$ cat src/rtl/tdc_pkg.sv
package tdc_pkg;

   // saturating sum of two non-negative counts
   function automatic int unsigned sat_add(input int unsigned a,
                                           input int unsigned b,
                                           input int unsigned lim);
      int unsigned s;
      s = a + b;
      return (s > lim) ? lim : s;
   endfunction

endpackage

$ cat src/rtl/tdc_delay_meas.sv
module tdc_delay_meas #(
   parameter int unsigned POS_W = 7
) (
   input  logic             clk,
   input  logic             rst_n,
   input  logic             core_en,
   input  logic             frame_start,
   input  logic             meas_arm,
   input  logic             tx_bit,
   input  logic             rx_bit,
   output logic [POS_W-1:0] delay
);
   localparam int unsigned LIM = (1 << POS_W) - 1;
   localparam logic [POS_W-1:0] CNT_MAX = POS_W'(LIM);

   logic             tx_q, rx_q;
   logic             started_q, run_q;
   logic [POS_W-1:0] cnt_q;
   logic             tx_fall, rx_fall, go;

   assign tx_fall = tx_q & ~tx_bit;
   assign rx_fall = rx_q & ~rx_bit;
   assign go      = core_en & meas_arm & tx_fall & ~started_q & ~frame_start;

   always_ff @(posedge clk) begin
      if (!rst_n) begin
         tx_q      <= 1'b1;
         rx_q      <= 1'b1;
         started_q <= 1'b0;
         run_q     <= 1'b0;
         cnt_q     <= '0;
      end else begin
         tx_q <= tx_bit;
         rx_q <= rx_bit;
         if (frame_start || !core_en) begin
            started_q <= 1'b0;
            run_q     <= 1'b0;
            cnt_q     <= '0;
         end else if (go) begin
            started_q <= 1'b1;
            if (rx_fall) begin
               run_q <= 1'b0;
               cnt_q <= '0;
            end else begin
               run_q <= 1'b1;
               cnt_q <= POS_W'(1);
            end
         end else if (run_q) begin
            if (rx_fall) begin
               run_q <= 1'b0;
            end else if (cnt_q != CNT_MAX) begin
               cnt_q <= cnt_q + POS_W'(1);
            end
         end
      end
   end

   assign delay = cnt_q;

   // a finished measurement is frozen until the next frame
   assert_hold_after_stop_R2: assert property (@(posedge clk) disable iff (!rst_n)
      (started_q && !run_q && !frame_start && core_en) |=> $stable(cnt_q));

   // the counter stays at its cap while no echo arrives
   assert_cap_hold_R4: assert property (@(posedge clk) disable iff (!rst_n)
      (run_q && cnt_q == CNT_MAX && !frame_start && core_en) |=> (cnt_q == CNT_MAX));

   // a new frame clears the delay
   assert_frame_clear_R6: assert property (@(posedge clk) disable iff (!rst_n)
      frame_start |=> (cnt_q == '0));

endmodule

$ cat src/rtl/tdc_ssp_calc.sv
module tdc_ssp_calc #(
   parameter int unsigned POS_W   = 7,
   parameter bit          OUT_REG = 1'b0
) (
   input  logic             clk,
   input  logic             rst_n,
   input  logic             core_en,
   input  logic             ofs_wr,
   input  logic [POS_W-1:0] ofs_wdata,
   input  logic [POS_W-1:0] delay,
   output logic [POS_W-1:0] tdc_value
);
   localparam int unsigned LIM = (1 << POS_W) - 1;

   logic [POS_W-1:0] ofs_q;
   logic [POS_W-1:0] sum;

   always_ff @(posedge clk) begin
      if (!rst_n) begin
         ofs_q <= '0;
      end else if (ofs_wr && !core_en) begin
         ofs_q <= ofs_wdata;
      end
   end

   assign sum = POS_W'(tdc_pkg::sat_add(int'(delay), int'(ofs_q), LIM));

   generate
      if (OUT_REG) begin : g_reg_out
         logic [POS_W-1:0] val_q;
         always_ff @(posedge clk) begin
            if (!rst_n) val_q <= '0;
            else        val_q <= sum;
         end
         assign tdc_value = val_q;
      end else begin : g_comb_out
         assign tdc_value = sum;
      end
   endgenerate

   // the offset is locked while the controller is enabled
   assert_ofs_locked_R5: assert property (@(posedge clk) disable iff (!rst_n)
      core_en |=> $stable(ofs_q));

   // the offset survives every write attempt made while enabled
   assert_ofs_write_blocked_R5: assert property (@(posedge clk) disable iff (!rst_n)
      (ofs_wr && core_en) |=> (ofs_q == $past(ofs_q)));

endmodule

$ cat src/rtl/tdc_strobe_gen.sv
module tdc_strobe_gen #(
   parameter int unsigned POS_W = 7
) (
   input  logic             clk,
   input  logic             rst_n,
   input  logic             dp_active,
   input  logic             bit_start,
   input  logic [POS_W-1:0] target,
   input  logic             tx_bit,
   input  logic             rx_bit,
   output logic             ssp_strobe,
   output logic             fast_bit_err
);
   localparam int unsigned LIM  = (1 << POS_W) - 1;
   localparam int unsigned HIST = LIM;
   localparam logic [POS_W-1:0] POS_MAX = POS_W'(LIM);

   logic [POS_W-1:0] pos_q, cur_pos;
   logic             live_q, fired_q;
   logic             in_bit, done_now, tx_ref;
   logic [HIST-1:0]  hist_q;

   assign cur_pos  = bit_start ? '0 : pos_q;
   assign done_now = bit_start ? 1'b0 : fired_q;
   assign in_bit   = dp_active & (bit_start | live_q);

   assign ssp_strobe   = in_bit & ~done_now & (cur_pos == target);
   assign tx_ref       = (target == '0) ? tx_bit : hist_q[target - POS_W'(1)];
   assign fast_bit_err = ssp_strobe & (rx_bit ^ tx_ref);

   always_ff @(posedge clk) begin
      if (!rst_n) begin
         pos_q   <= '0;
         live_q  <= 1'b0;
         fired_q <= 1'b0;
      end else if (!dp_active) begin
         pos_q   <= '0;
         live_q  <= 1'b0;
         fired_q <= 1'b0;
      end else if (bit_start) begin
         live_q  <= 1'b1;
         pos_q   <= POS_W'(1);
         fired_q <= ssp_strobe;
      end else begin
         if (pos_q != POS_MAX) pos_q <= pos_q + POS_W'(1);
         if (ssp_strobe)       fired_q <= 1'b1;
      end
   end

   // transmit history, entry i holds the level of i+1 cycles ago
   always_ff @(posedge clk) begin
      if (!rst_n) hist_q <= '1;
      else        hist_q <= {hist_q[HIST-2:0], tx_bit};
   end

   assert_strobe_in_dp_R10: assert property (@(posedge clk) disable iff (!rst_n)
      ssp_strobe |-> dp_active);

   assert_single_strobe_R7: assert property (@(posedge clk) disable iff (!rst_n)
      ssp_strobe |=> (!ssp_strobe || bit_start));

   assert_err_gated_R9: assert property (@(posedge clk) disable iff (!rst_n)
      fast_bit_err |-> ssp_strobe);

endmodule

$ cat src/rtl/tdc_unit.sv
module tdc_unit #(
   parameter int unsigned POS_W   = 7,
   parameter bit          OUT_REG = 1'b0
) (
   input  logic             clk,
   input  logic             rst_n,
   input  logic             core_en,
   input  logic             tdc_en,
   input  logic             ofs_wr,
   input  logic [POS_W-1:0] ofs_wdata,
   input  logic             frame_start,
   input  logic             meas_arm,
   input  logic             tx_bit,
   input  logic             rx_bit,
   input  logic             dp_active,
   input  logic             bit_start,
   input  logic [POS_W-1:0] nsp_pos,
   output logic [POS_W-1:0] tdc_value,
   output logic             ssp_strobe,
   output logic             fast_bit_err
);
   generate
      if (POS_W < 2 || POS_W > 10) begin : g_bad_width
         $error("tdc_unit: POS_W must lie in 2..10");
      end
   endgenerate

   logic [POS_W-1:0] delay;
   logic [POS_W-1:0] target;

   tdc_delay_meas #(.POS_W(POS_W)) meas_i (
      .clk         (clk),
      .rst_n       (rst_n),
      .core_en     (core_en),
      .frame_start (frame_start),
      .meas_arm    (meas_arm),
      .tx_bit      (tx_bit),
      .rx_bit      (rx_bit),
      .delay       (delay)
   );

   tdc_ssp_calc #(.POS_W(POS_W), .OUT_REG(OUT_REG)) calc_i (
      .clk       (clk),
      .rst_n     (rst_n),
      .core_en   (core_en),
      .ofs_wr    (ofs_wr),
      .ofs_wdata (ofs_wdata),
      .delay     (delay),
      .tdc_value (tdc_value)
   );

   assign target = tdc_en ? tdc_value : nsp_pos;

   tdc_strobe_gen #(.POS_W(POS_W)) strb_i (
      .clk          (clk),
      .rst_n        (rst_n),
      .dp_active    (dp_active),
      .bit_start    (bit_start),
      .target       (target),
      .tx_bit       (tx_bit),
      .rx_bit       (rx_bit),
      .ssp_strobe   (ssp_strobe),
      .fast_bit_err (fast_bit_err)
   );

   // the published value never falls below the measured delay
   assert_value_not_below_delay_R3: assert property (@(posedge clk) disable iff (!rst_n || OUT_REG)
      tdc_value >= delay);

endmodule

$ cat config.mk
export PLATFORM = sky130hd
export DESIGN_NAME = tdc_unit
export DESIGN_NICKNAME = d
export VERILOG_FILES = /design/src/rtl/tdc_pkg.sv /design/src/rtl/tdc_delay_meas.sv /design/src/rtl/tdc_ssp_calc.sv /design/src/rtl/tdc_strobe_gen.sv /design/src/rtl/tdc_unit.sv
export SDC_FILE = /design/constraint.sdc
export NUM_CORES = 1
export LEC_CHECK = 0
export ABC_CLOCK_PERIOD_IN_PS = 10100
export CAP_MARGIN = 40
export CORE_MARGIN = 10
export CORE_UTILIZATION = 50
export DETAILED_ROUTE_END_ITERATION = 7
export PLACE_DENSITY = 0.7
export SYNTH_ARGS = -nofsm -noshare
export SYNTH_HDL_FRONTEND = slang
export SYNTH_SLANG_ARGS = --single-unit
$ cat constraint.sdc
create_clock -name clk -period 10.1 [get_ports clk]
set_input_delay 2.525 -clock clk [delete_from_list [all_inputs] [get_ports clk]]
set_output_delay 2.525 -clock clk [all_outputs]
set_load 0.01 [all_outputs]
Word level (Yosys, flattened, before mapping)
Index checks and enable logic that the tools add are counted.
Storage, ports and cells
  input bits: 25
  logic and storage cells: 71
  output and inout bits: 9
  register bits: 154
Operators by class
  bitwise gates (word level): 19
  muxes and demuxes: 19
  $lt $le $gt $ge: 2
  reduce and logical (&&, ||, !) cells: 12
  eq/ne operators: 4
  add/sub/neg operators: 4
Operators by type and width (number)
  two-way mux 7 bit: 7
  adder 7 x 1 -> 7 bit (second input constant): 2
  != test 7 bit (second input constant): 2
  two-way mux 1 bit: 11
  bitwise AND 1 bit: 10
  adder 7 x 7 -> 8 bit: 1
  greater-than comparator 8 x 7 -> 1 bit (second input constant): 1
  less-than comparator 7 x 8 -> 1 bit (second input constant): 1
  nonzero test 2 bit: 4
  binary-select mux 1 bit (select 7 bit): 1
  equality test 7 bit: 1
  zero test 7 bit: 1
  inverter 1 bit: 7
  subtractor 7 x 1 -> 7 bit (second input constant): 1
  AND reduction 3 bit: 1
  OR reduction 3 bit: 1
  != test 2 bit (second input constant): 1
  AND reduction 2 bit: 1
  OR reduction 2 bit: 1
  logical AND 1 bit: 1
  zero test 1 bit: 1
  logical OR 1 bit: 1
  bitwise OR 1 bit: 1
  XOR 1 bit: 1

Logic depth before layout (Yosys ltp)
  depth after elaboration: 10
  mapped depth: 22
  gate-level depth less buffers: 18

Modules after synthesis
A second synthesis with hierarchy kept.
Second synthesis, totals
  cells, all modules: 572
  area, all modules: 6482.5 µm²
By module, submodules not included
  tdc_strobe_gen: sequential area each 2722.6 µm², times used 1, cells an instance 444, area each 5252.5 µm²
  tdc_ssp_calc: sequential area each 140.1 µm², times used 1, cells an instance 65, area each 591.8 µm²
  tdc_delay_meas: sequential area each 220.2 µm², times used 1, cells an instance 55, area each 521.8 µm²
  tdc_unit: sequential area each 0.0 µm², times used 1, cells an instance 8, area each 116.4 µm²

Worst setup path after synthesis
Ideal clock, no wire load.
  path kind: input to output
  start point: input port tdc_en
  end point: output port fast_bit_err
  cell stages on the path: 20
  arrival time: 6.103 ns
  data required time: 7.575 ns
  slack: 1.472 ns
  buffers on the path: 5
  cells stage by stage: buf_2 -> nand2b_1 -> o32a_1 -> o31a_1 -> buf_6 -> inv_2 -> buf_2 -> ha_1 -> nor3_1 -> a2111o_1 -> or2_0 -> buf_2 -> buf_2 -> and4_1 -> nor4_1 -> nor3_1 -> o31ai_1 -> o31ai_1 -> or3_1 -> a21oi_1
On the way
  longest elaborated chain between the ends: 7
  elaborated cells between the ends (all ways): 10
  those cells by class: 1 x add/sub; 1 x eq/ne; 4 x mux; 3 x bitwise; 1 x reduce/logical
Ends and longest elaborated chain
  start, declared: line tdc_unit.sv:8  | input logic tdc_en,
  two-way mux 7 bit *: line tdc_unit.sv:52  | assign target = tdc_en ? tdc_value : nsp_pos;
  subtractor 7 x 1 -> 7 bit: line tdc_strobe_gen.sv:28  | assign tx_ref = (target == '0) ? tx_bit : hist_q[target - POS_W'(1)];
  binary-select mux 1 bit (select 7 bit): line tdc_strobe_gen.sv:28
  two-way mux 1 bit (implied by the code): line tdc_strobe_gen.sv:28
  two-way mux 1 bit: line tdc_strobe_gen.sv:28
  XOR 1 bit: line tdc_strobe_gen.sv:29  | assign fast_bit_err = ssp_strobe & (rx_bit ^ tx_ref);
  bitwise AND 1 bit *: line tdc_strobe_gen.sv:29
  end, declared: line tdc_unit.sv:20  | output logic fast_bit_err
Every way passes the cells marked *; elsewhere a longest branch is shown, timed or not. The select of a mux whose other input is x is not followed.

Worst setup path in the final report
Ends and elaborated chain as after synthesis.

==> reports/results.md <==
| Group | Parameter | Value |
|:---|:---|:---|
| floorplanning | Die width | 134 um |
| global routing | Wire length of the first global-routing pass | 22.4 mm |
| sta | Achievable frequency | 0.106 GHz |
| route | DR vias/cell | 5.40 |
| clocking | Number of sinks driven by the clock tree | 153 |
| route | Number of detailed-route iterations in the first pass | 5 |
| logic synthesis | Top area cells in the synthesized netlist | dfxtp_1 47%, nand2b_1 13%, mux4_2 7.2% |
| cells and area | Share of post-route cells with drive strength above 1 | 11.2% |
| worst setup path | Slack of the worst reg-to-reg path | 7.05 ns |
| logic synthesis | Part of the Yosys area used for sequential elements | 46.8% |
| cells and area | Post-Route Utilization | 59.8% |
| clocking | Maximum clock insertion buffer count | 2 |
| route | Antenna Nets Post-Route | 0 |
| clocking | Root buffer selected by CTS | clkbuf_16 |
| pwr | Static Leakage | 2.78 nW |
| floorplanning | Core Rows | 41 |
| route | Vias after detailed routing | 4629 |
| route | Wire per inst | 15.6 um |
| worst setup path | Arrival time of data at the critical path endpoint | 6.90 ns |
| worst setup path | Critical register-to-register path endpoint | strb_i.fired_q$_SDFFE_PN0P_ |
| clocking | Post-CTS Repair Setup Buffers | 0 |
| cells and area | Number of nets in the finished design | 709 |
| sta | Clock period minus worst slack | 9.42 ns |
| clocking | Total clock buffers created by CTS | 17 |
| global routing | Met2 track utilization from global routing | 24.6% |
| pwr | Peak ir drop on the vdd network | 0.175 mV |
| global routing | Overall global routing resource usage | 15.3% |
| global routing | Global routing met3 resource utilization | 4.67% |
| global routing | Antenna violations before repair | 0 |
| sta | Period utilisation layout | 93.3% |
| sta | Setup tns final | 0 ns |
| clocking | Number of hold buffers added after cts | 0 |
| route | DRC violation count after routing | 0 |
| cells and area | Leading cell type in the layout, fill and taps excluded | dfxtp_1 |
| worst setup path | Worst Setup EP | fast_bit_err |
| pwr | Total power of the final layout | 1.42 mW |
| logic synthesis | Average size of a mapped cell | 10.1 um2 |
| sta | Final number of setup-violating endpoints | 0 |
| route | Final routed wirelength across all metal layers | 13.4 mm |
| cells and area | Synthesis-to-finish area growth | 16.3% |
| logic synthesis | Post-synthesis cell area | 6540 um2 |
| hold path | Tightest Hold Check Type | reg2reg |
| logic synthesis | Number of storage elements in the synthesis netlist | 153 |
| clocking | Total number of H-tree levels | 4 |
| worst setup path | CP peak stage delay | 0.57 ns |
| worst setup path | Critical Path, Cell by Cell | dlymetal6s2s_1 > nand2b_1 > o32a_1 > o31a_2 > inv_2 > ha_1 > nor3_1 > a2111o_1 > or2_0 > buf_4 > and4_1 > nor4_1 > nor3_1 > o31ai_1 > o31ai_1 > or3_1 > a21oi_1 > clkdlybuf4s50_1 |
| sta | Headroom to the max-slew limit | 44.0% |
| floorplanning | Effective utilization at floorplan | 51.4% |
| cells and area | Highest-count cells in the layout ignoring fill and taps | 153 x dfxtp_1, 135 x nand2b_1, 49 x nand2_1 |
| logic synthesis | Number of warning messages in the yosys log | 0 |
| clocking | Clk slew on worst S/H paths | 0.06 ns |
| sta | Number of max-slew violations in the final report | 0 |
| worst setup path | Endpoint kind of the worst setup timing path | primary output |
| logic synthesis | Synth Flop Type | dfxtp_1 |
| logic synthesis | Gate Count Post-Synth | 649 |
| job | Number of max-cap violations | 0 |
| global routing | Vias in the first global route | 4610 |
| worst setup path | CP Launch Point | tdc_en |
| sta | Slew @ Worst Pin | 0.838 ns |
| worst setup path | Reg2Reg Launch Point | meas_i.delay[0]$_SDFFE_PP0P_ |
| sta | RSZ-0062 raised after global routing | no |
| worst setup path | Crit-path max FO | 12 |
| global routing | Remaining global-route overflow | 0 |
| placement | HPWL after detailed placement | 8.96 mm |
| logic synthesis | Library cell with the largest summed area after synthesis | dfxtp_1 |
| logic synthesis | Number of different library cells in the post-synthesis netlist | 65 |
| clocking | CTS resizes | 0 |
| clocking | TritonCTS clock tree | done |
| cells and area | Antenna diodes | 0 |
| floorplanning | Boundary pin count | 34 |
| logic synthesis | Async SR Flop Fraction | 0% |
| logic synthesis | Count of flip-flops with a built-in enable after synthesis | 0 |
| worst setup path | Critical setup path kind | in2out |
| floorplanning | Chip Height | 134 um |
| worst setup path | Crit path required time | 7.58 ns |
| global routing | Pin count of the biggest net entering global routing | 89 |
| logic synthesis | Net count after synthesis | 686 |
| worst setup path | Cells on worst reg2reg path | 13 |
| clocking | Clock latency at the later pin of the worst-skew pair | 0.42 ns |
| pwr | Pwr/cell area | 186 nW/um2 |
| worst setup path | Cell with the largest stage delay on the worst path | clkdlybuf4s50_1 |
| global routing | Most heavily used metal layer in global routing | met2 |
| route | Count of routing violations after the opening detailed-route iteration | 321 |
| placement | IO Port Bufs | 33 |
| floorplanning | Placeable core area | 12700 um2 |
| placement | Weighted congestion reported at the end of routability-driven placement | 0.858 |
| global routing | Global routing usage on met1 | 18.9% |
| sta | Maximum clock skew at final layout | 0.00535 ns |
| sta | Final Hold Violating Endpoints | 0 |
| logic synthesis | Post-synth top area share | 46.8% |
| outcome | Run status | complete, no violations |
| worst setup path | CP Launch Type | input pin |
| floorplanning | Floorplan die area | 18100 um2 |
critical path, delay by kind of cell:
family	cells	cell delay, ns
fa+ha+maj	1	0.27
buf+inv	4	1.21
simple gates	7	1.42
compound gates	6	1.45
Yosys cell counts (3+ instances only):
| cell type | number |
|---|---|
| a2111oi_0 | 5 |
| a211oi_1 | 4 |
| a21oi_1 | 24 |
| a31oi_1 | 10 |
| and2_1 | 7 |
| and4_1 | 5 |
| buf_2 | 7 |
| buf_4 | 4 |
| buf_6 | 3 |
| clkbuf_1 | 21 |
| dfxtp_1 | 153 |
| ha_1 | 11 |
| inv_1 | 9 |
| mux2i_1 | 26 |
| mux4_2 | 21 |
| nand2_1 | 49 |
| nand2b_1 | 135 |
| nand3_1 | 12 |
| nand3b_1 | 5 |
| nand4_1 | 3 |
| nor2_1 | 33 |
| nor2b_1 | 13 |
| nor3_1 | 5 |
| nor4_1 | 3 |
| o21ai_0 | 12 |
| or2_2 | 3 |
| xnor2_1 | 7 |
| xor2_1 | 11 |
cells by family (layout without fill, tap and decap cells):
group | after synthesis | in the layout | synth area share, %
xor gates and xnor gates | 19 | 19 | 2.66
muxes | 48 | 48 | 11.6
DFF | 153 | 153 | 46.8
AOI/OAI and AO/OA | 82 | 82 | 8.51
and+or+nand+nor | 286 | 286 | 24.5
buffers and inverters | 49 | 85 | 3.54
adders and majority gates | 12 | 12 | 2.41
sequential cells by signal (all words and copies together), names as in the netlist:
| register | count |
|---|---|
| strb_i.live_q | 1 |
| strb_i.hist_q | 127 |
| meas_i.started_q | 1 |
| calc_i.ofs_q | 7 |
| strb_i.pos_q | 7 |
| strb_i.fired_q | 1 |
| meas_i.run_q | 1 |
| meas_i.rx_q | 1 |
| meas_i.delay | 7 |
stage by stage:
step | hold slack (ns) | area [um2] | setup WS, ns | instances
floorplan | 0.402 | 6540 | 1.47 | 649
detailed placement | 0.417 | 6960 | 0.355 | 825
CTS | 0.433 | 7610 | 0.342 | 857
global placement | 0.410 | 6960 | 0.492 | 825
finish | 0.430 | 7610 | 0.678 | 857
global route | 0.446 | 7610 | 0.297 | 857
worst min path at each step:
stage                                   from                             to  depth (start not counted)
2_1_floorplan   strb_i.hist_q[11]$_SDFF_PN1_   strb_i.hist_q[12]$_SDFF_PN1_                          1
6_report       strb_i.hist_q[120]$_SDFF_PN1_  strb_i.hist_q[121]$_SDFF_PN1_                          1
5_1_grt        strb_i.hist_q[113]$_SDFF_PN1_  strb_i.hist_q[114]$_SDFF_PN1_                          1
3_3_place_gp    strb_i.hist_q[65]$_SDFF_PN1_   strb_i.hist_q[66]$_SDFF_PN1_                          1
3_5_place_dp    strb_i.hist_q[33]$_SDFF_PN1_   strb_i.hist_q[34]$_SDFF_PN1_                          1
4_1_cts        strb_i.hist_q[120]$_SDFF_PN1_  strb_i.hist_q[121]$_SDFF_PN1_                          1
layout make-up:
type | count | area, um2
clock buffers | 20 | 457
clock inverters | 12 | 188
fillers | 1117 | 5110
inverters | 11 | 41.3
multi-input cells | 447 | 3250
flip-flops and latches | 153 | 3060
well taps | 172 | 215
repair buffers | 42 | 398
power breakdown:
group	leakage, nW	switching [mW]	internal [mW]	total (mW)
logic	1.23	0.0746	0.0540	0.129
clock network	0.313	0.252	0.430	0.682
registers	1.24	0.00190	0.606	0.608
total	2.78	0.328	1.09	1.42
metal layers:
| layer | part of all wire, % | up-vias |
|---|---|---|
| li1 | - | 2275 |
| met1 | 49 | 2237 |
| met2 | 46 | 97 |
| met3 | 4.2 | 20 |
| met4 | 1.4 | 0 |
| met5 | 0 | - |
No activity file was read; power rests on OpenSTA's default activity.
